**src/rtl/st_issue_pkg.sv**
```systemverilog
package st_issue_pkg;
  localparam int unsigned ADR_W = 32;
  localparam int unsigned DAT_W = 64;
  localparam int unsigned SEL_W = DAT_W / 8;

  typedef struct packed {
    logic [ADR_W-1:0] adr;
    logic [DAT_W-1:0] dat;
    logic [SEL_W-1:0] sel;
  } st_beat_t;
endpackage

```
**src/rtl/st_pend_ctr.sv**
```systemverilog
module st_pend_ctr #(
  parameter int unsigned MAX_PEND = 7,
  localparam int unsigned CNT_W = $clog2(MAX_PEND + 1)
) (
  input  logic             clk_i,
  input  logic             rst_ni,
  input  logic             inc_i,
  input  logic             dec_i,
  output logic [CNT_W-1:0] cnt_o,
  output logic             full_o,
  output logic             zero_nxt_o
);
  logic [CNT_W-1:0] cnt_q, cnt_d;

  always_comb begin
    cnt_d = cnt_q;
    if (inc_i && !dec_i) cnt_d = cnt_q + 1'b1;
    else if (!inc_i && dec_i && cnt_q != '0) cnt_d = cnt_q - 1'b1;
  end

  always_ff @(posedge clk_i or negedge rst_ni) begin
    if (!rst_ni) cnt_q <= '0;
    else         cnt_q <= cnt_d;
  end

  assign cnt_o      = cnt_q;
  assign full_o     = (cnt_q >= CNT_W'(MAX_PEND));
  assign zero_nxt_o = (cnt_d == '0);
endmodule

```
**src/rtl/st_page_cmp.sv**
```systemverilog
module st_page_cmp #(
  parameter int unsigned ADR_W  = 32,
  parameter int unsigned PAGE_W = 12,
  localparam int unsigned PN_W = ADR_W - PAGE_W
) (
  input  logic             clk_i,
  input  logic             rst_ni,
  input  logic             load_i,
  input  logic [ADR_W-1:0] adr_i,
  output logic             hit_o
);
  logic [PN_W-1:0] page_q;

  always_ff @(posedge clk_i or negedge rst_ni) begin
    if (!rst_ni)     page_q <= '0;
    else if (load_i) page_q <= adr_i[ADR_W-1:PAGE_W];
  end

  assign hit_o = (adr_i[ADR_W-1:PAGE_W] == page_q);
endmodule

```
**src/rtl/st_issue.sv**
```systemverilog
module st_issue
  import st_issue_pkg::*;
#(
  parameter int unsigned PAGE_W   = 12,
  parameter int unsigned MAX_PEND = 7,
  localparam int unsigned CNT_W = $clog2(MAX_PEND + 1)
) (
  input  logic             clk_i,
  input  logic             rst_ni,
  input  logic             st_valid_i,
  input  logic [ADR_W-1:0] st_adr_i,
  input  logic [DAT_W-1:0] st_dat_i,
  input  logic [SEL_W-1:0] st_sel_i,
  output logic             st_done_o,
  output logic             st_busy_o,
  output logic             wb_cyc_o,
  output logic             wb_stb_o,
  output logic             wb_we_o,
  output logic [ADR_W-1:0] wb_adr_o,
  output logic [DAT_W-1:0] wb_dat_o,
  output logic [SEL_W-1:0] wb_sel_o,
  input  logic             wb_stall_i,
  input  logic             wb_ack_i
);
  logic cyc_q, hold_vld_q, hold_first_q;
  st_beat_t hold_q, req_beat, out_beat;
  logic open_cyc, chain, accept, page_hit, full, zero_nxt;
  logic [CNT_W-1:0] pend_cnt;

  assign req_beat = '{adr: st_adr_i, dat: st_dat_i, sel: st_sel_i};

  // idle bus: register the store, strobe goes out next cycle
  assign open_cyc = !cyc_q && st_valid_i;
  // open cycle: same-page store goes straight through
  assign chain    = cyc_q && !hold_vld_q && st_valid_i && page_hit && !wb_stall_i && !full;
  assign wb_stb_o = hold_vld_q | chain;
  assign accept   = wb_stb_o && !wb_stall_i;
  assign out_beat = hold_vld_q ? hold_q : req_beat;

  st_pend_ctr #(.MAX_PEND(MAX_PEND)) u_pend (
    .clk_i      (clk_i),
    .rst_ni     (rst_ni),
    .inc_i      (accept),
    .dec_i      (wb_ack_i),
    .cnt_o      (pend_cnt),
    .full_o     (full),
    .zero_nxt_o (zero_nxt)
  );

  st_page_cmp #(.ADR_W(ADR_W), .PAGE_W(PAGE_W)) u_page (
    .clk_i  (clk_i),
    .rst_ni (rst_ni),
    .load_i (open_cyc),
    .adr_i  (st_adr_i),
    .hit_o  (page_hit)
  );

  always_ff @(posedge clk_i or negedge rst_ni) begin
    if (!rst_ni) begin
      cyc_q        <= 1'b0;
      hold_vld_q   <= 1'b0;
      hold_first_q <= 1'b0;
      hold_q       <= '0;
    end else if (open_cyc) begin
      cyc_q        <= 1'b1;
      hold_vld_q   <= 1'b1;
      hold_first_q <= 1'b1;
      hold_q       <= req_beat;
    end else begin
      hold_first_q <= 1'b0;
      if (hold_vld_q && !wb_stall_i) hold_vld_q <= 1'b0;
      if (cyc_q && zero_nxt && !(hold_vld_q && wb_stall_i) && !chain) cyc_q <= 1'b0;
    end
  end

  assign st_done_o = (hold_vld_q && hold_first_q) || chain;
  assign st_busy_o = cyc_q;
  assign wb_cyc_o  = cyc_q;
  assign wb_we_o   = cyc_q;
  assign wb_adr_o  = out_beat.adr;
  assign wb_dat_o  = out_beat.dat;
  assign wb_sel_o  = out_beat.sel;

  logic unused_cnt;
  assign unused_cnt = ^pend_cnt;
endmodule

```
**config.mk**
```make
export PLATFORM = sky130hd
export DESIGN_NAME = st_issue
export DESIGN_NICKNAME = d
export VERILOG_FILES = /design/src/rtl/st_issue_pkg.sv /design/src/rtl/st_pend_ctr.sv /design/src/rtl/st_page_cmp.sv /design/src/rtl/st_issue.sv
export SDC_FILE = /design/constraint.sdc
export NUM_CORES = 1
export LEC_CHECK = 0
export BUFFER_PORTS_ARGS = -buffer_cell sky130_fd_sc_hd__buf_2
export CORE_MARGIN = 3
export CORE_UTILIZATION = 30
export DETAILED_ROUTE_END_ITERATION = 16
export PLACE_DENSITY_LB_ADDON = 0.12
export SLEW_MARGIN = 30
export SYNTH_ARGS = -nofsm -noshare
export SYNTH_HDL_FRONTEND = slang
export SYNTH_SLANG_ARGS = --single-unit
```
**constraint.sdc**
```tcl
create_clock -name clk_i -period 1.9 [get_ports clk_i]
set_input_delay 0.095 -clock clk_i [delete_from_list [all_inputs] [get_ports clk_i]]
set_output_delay 0.095 -clock clk_i [all_outputs]
set_load 0.02 [all_outputs]
```
==> run_results.csv <==
group,metric,value,unit
setup_path,critical_path_class,"register to output port",
timing,slew-limit-headroom,53.66,%
placed_design,place_area,0.007296,mm²
layout,antennaDiodeCount,0,
grt,grt_pass1_vias,5629,
setup_path,r2r_start,"hold_q[96]",
floorplanning,initial_utilization,31.06,%
min_path,holdPathStages,3,
grt,grt_usage,15.83,%
grt,antenna_found_initial,0,
drt,wl_per_cell,13.96,µm
logic_synthesis,syn_avg_cell_area,9.130,µm²
logic_synthesis,synthDistinctLibCells,42,
min_path,min_from,"st_valid_i",
layout,final_nets,1078,
floorplanning,die_y,146.3,µm
run_status,status,"complete, but fails checks",
cts,cts.sinks,110,
layout,drive_above_1_share,39.63,%
logic_synthesis,ys_seq_area_share,46.60,%
placed_design,hpwl,10600,µm
setup_path,cp_max_fo,4,
drt,antenna_left,0,
logic_synthesis,async_flop_share,100.0,%
setup_path,end_kind,"output port",
setup_path,startpoint_type,"register",
drt,first_pass_iters,4,
logic_synthesis,netlist_area,0.005907,mm²
timing,fin_ws,-0.03885,ns
cts,cts.clk_slew.worst_paths,0.07,ns
logic_synthesis,ys_warn_count,0,
drt,routed.top_layer,"met4",
logic_synthesis,syn_inst,647,
timing,final_hold_viol_count,0,
timing,fin_crit_sh,102.0,%
cts,clk_latency,0.35,ns
min_path,min_to,"st_busy_o",
cts,cts_made_buffers,9,
placed_design,numPortBuffers,217,
layout,syn_to_final_growth,50.07,%
setup_path,timing.rr.end,"u_pend.cnt_o[2]",
timing,rsz0062_at_grt,"true",
layout,final_area,0.008865,mm²
logic_synthesis,synth_nets,760,
floorplanning,dieArea,0.02141,mm²
placed_design,place_congestion,0.7858,
drt,dr_wl_met3,1098,µm
floorplanning,row_count,50,
drt,routed_wl,17150,µm
logic_synthesis,dominantRegCellSynth,"dfrtp_1",
grt,grt_overflow,0,
cts,cts_max_path_buffers,2,
grt,grt_pass1_wl,28220,µm
floorplanning,die-width,146.3,µm
drt,via_per_inst,4.373,
setup_path,cp.required,1.80,ns
setup_path,critical_path_arrival,1.84,ns
floorplanning,io_pins,218,
setup_path,reg2reg_slack,0.02,ns
drt,dr_total_vias,5375,
power,ir_worst_vdd,0.0004808,V
logic_synthesis,synth_edf_count,0,
min_path,hold_path.class,"primary input to register",
logic_synthesis,synth-seq-cells,110,
timing,finalClockSkew,0.006384,ns
drt,wl_met2,8244,µm
cts,htree_levels,3,
grt,grt_max_degree,111,
layout,fin_util,46.61,%
timing,tightest_slew,0.6950,ns
cts,cts_tree,"yes",
flow_run,maxCapViolCount,0,
layout,num-fill-cells,1855,
timing,max_freq,515.8,MHz
run_status,violations,"negative setup slack",
power,powerDensity,1279,mW/mm²
power,finalPower,11.33,mW
drt,route.layer.met1.wl,7586,µm
cts,ctsRootBufferMaster,"clkbuf_16",
timing,finalSetupViolCount,2,
floorplanning,coreArea,0.01902,mm²
drt,drt_iter0_drc,243,
timing,finalCriticalPeriod,1.939,ns
timing,drv_slew,0,
drt,drc_errors,0,
power,p_leak,4.506,nW
timing,whs,0.06530,ns
setup_path,rr_worst_depth,7,
state kept, by name (all words and copies together), names as in the netlist:
signal / count
hold_q: 104
u_pend.cnt_o: 3
hold_first_q: 1
hold_vld_q: 1
st_busy_o: 1
per-layer routing:
metal	global-route usage, %	vias to the layer above
met2	27.32	150
met3	4.624	14
met5	0	-
met4	4.374	0
li1	-	2727
met1	19.32	2484
report_power, final:
| group | internal (mW) | leakage (nW) | switching [mW] |
|---|---|---|---|
| Clock | 1.19 | 0.153 | 0.873 |
| Sequential | 3.43 | 1.36 | 0.657 |
| Combinational | 2.32 | 2.99 | 2.86 |
| Total | 6.94 | 4.51 | 4.39 |
how the worst max path moves through the flow:
stage	start	to	slack [ns]	cells past startpoint
4_1_cts	hold_q[96]	wb_stb_o	-0.06	6
3_5_place_dp	u_pend.cnt_o[0]	u_pend.cnt_o[1]	-0.004	7
3_3_place_gp	u_pend.cnt_o[0]	u_pend.cnt_o[1]	0.02	7
2_1_floorplan	u_pend.cnt_o[0]	st_busy_o	0.05	8
6_report	hold_q[96]	st_done_o	-0.04	6
5_1_grt	u_pend.cnt_o[2]	wb_stb_o	-0.17	7
critical path, stage by stage, from the launching register on:
cell     delay, ns
dfrtp_1       0.41
xor2_1        0.16
nor4_2        0.34
and3_4        0.26
nand3_4       0.11
nand2_2       0.10
buf_6         0.11
kinds of logic after synthesis:
| family | after synthesis | share of synthesized area (%) |
|---|---|---|
| XOR/XNOR | 21 | 3.114 |
| AO/OA/AOI/OAI | 13 | 2.034 |
| flip-flops | 110 | 46.60 |
| AND/OR/NAND/NOR | 349 | 23.79 |
| adder cells (fa/ha/maj) | 4 | 0.8473 |
| buffers and inverters | 44 | 3.453 |
| multiplexers | 106 | 20.17 |
cells in the final DEF, fill, tap and decap left out, drive strengths merged, types with 2 or more instances in the layout:
cell type,count
o21ai,2
mux2i,2
xor2,9
clkbuf,13
buf,240
dfrtp,110
inv,4
nand2,321
nand4,5
bufinv,2
nor4,3
nand2b,2
xnor2,12
dlygate4sd3,105
a21oi,3
mux2,104
nor2,6
ha,4
nand3,3
and3,3
nor3,3
clkinv,2
final cells by class:
type                       count  area (µm²)  share of cell area [%]
clock buffer                  12       246.5                   2.781
clock inverter                 3       68.82                  0.7763
inverter                       5       20.02                  0.2258
multi-input combinational    493        3034                   34.23
sequential                   110        2756                   31.09
tap                          260       325.3                   3.670
timing repair buffer         346        2414                   27.23
repair_timing:
| action | CTS | global route |
|---|---|---|
| endpoints found under the setup margin | 36 | 23 |
| gates resized for setup | 9 | 15 |
| pin swaps | 7 | 8 |
| buffers inserted | 6 | 3 |
| hold buffers | 105 | 0 |
| endpoints found under the hold margin | 214 | 0 |
| cloned | 0 | 1 |
synthesized netlist by cell type, types with 2 or more instances:
master	instances	share of area (%)
inv_1	4	0.25
dfrtp_1	110	47
ha_1	4	0.85
nand3_1	2	0.17
a21oi_1	2	0.17
nor2_1	6	0.38
nand4_1	5	0.53
buf_4	3	0.38
nor3_1	2	0.17
nand2b_1	2	0.21
mux2_2	104	20
mux2i_1	2	0.34
clkbuf_1	13	0.83
buf_2	16	1.4
buf_1	6	0.38
nand2_1	321	20
xor2_1	9	1.3
xnor2_1	12	1.8
stage by stage:
step / instances / TNS, ns / worst slack (ns)
6_report: 1229 / -0.07568 / -0.03885
5_1_grt: 1229 / -0.5695 / -0.1703
4_1_cts: 1225 / -0.1271 / -0.06440
3_5_place_dp: 1099 / -0.004281 / -0.004281
3_3_place_gp: 1099 / 0 / 0.02315
2_1_floorplan: 647 / 0 / 0.04517
No activity file was read; power rests on OpenSTA's default activity.
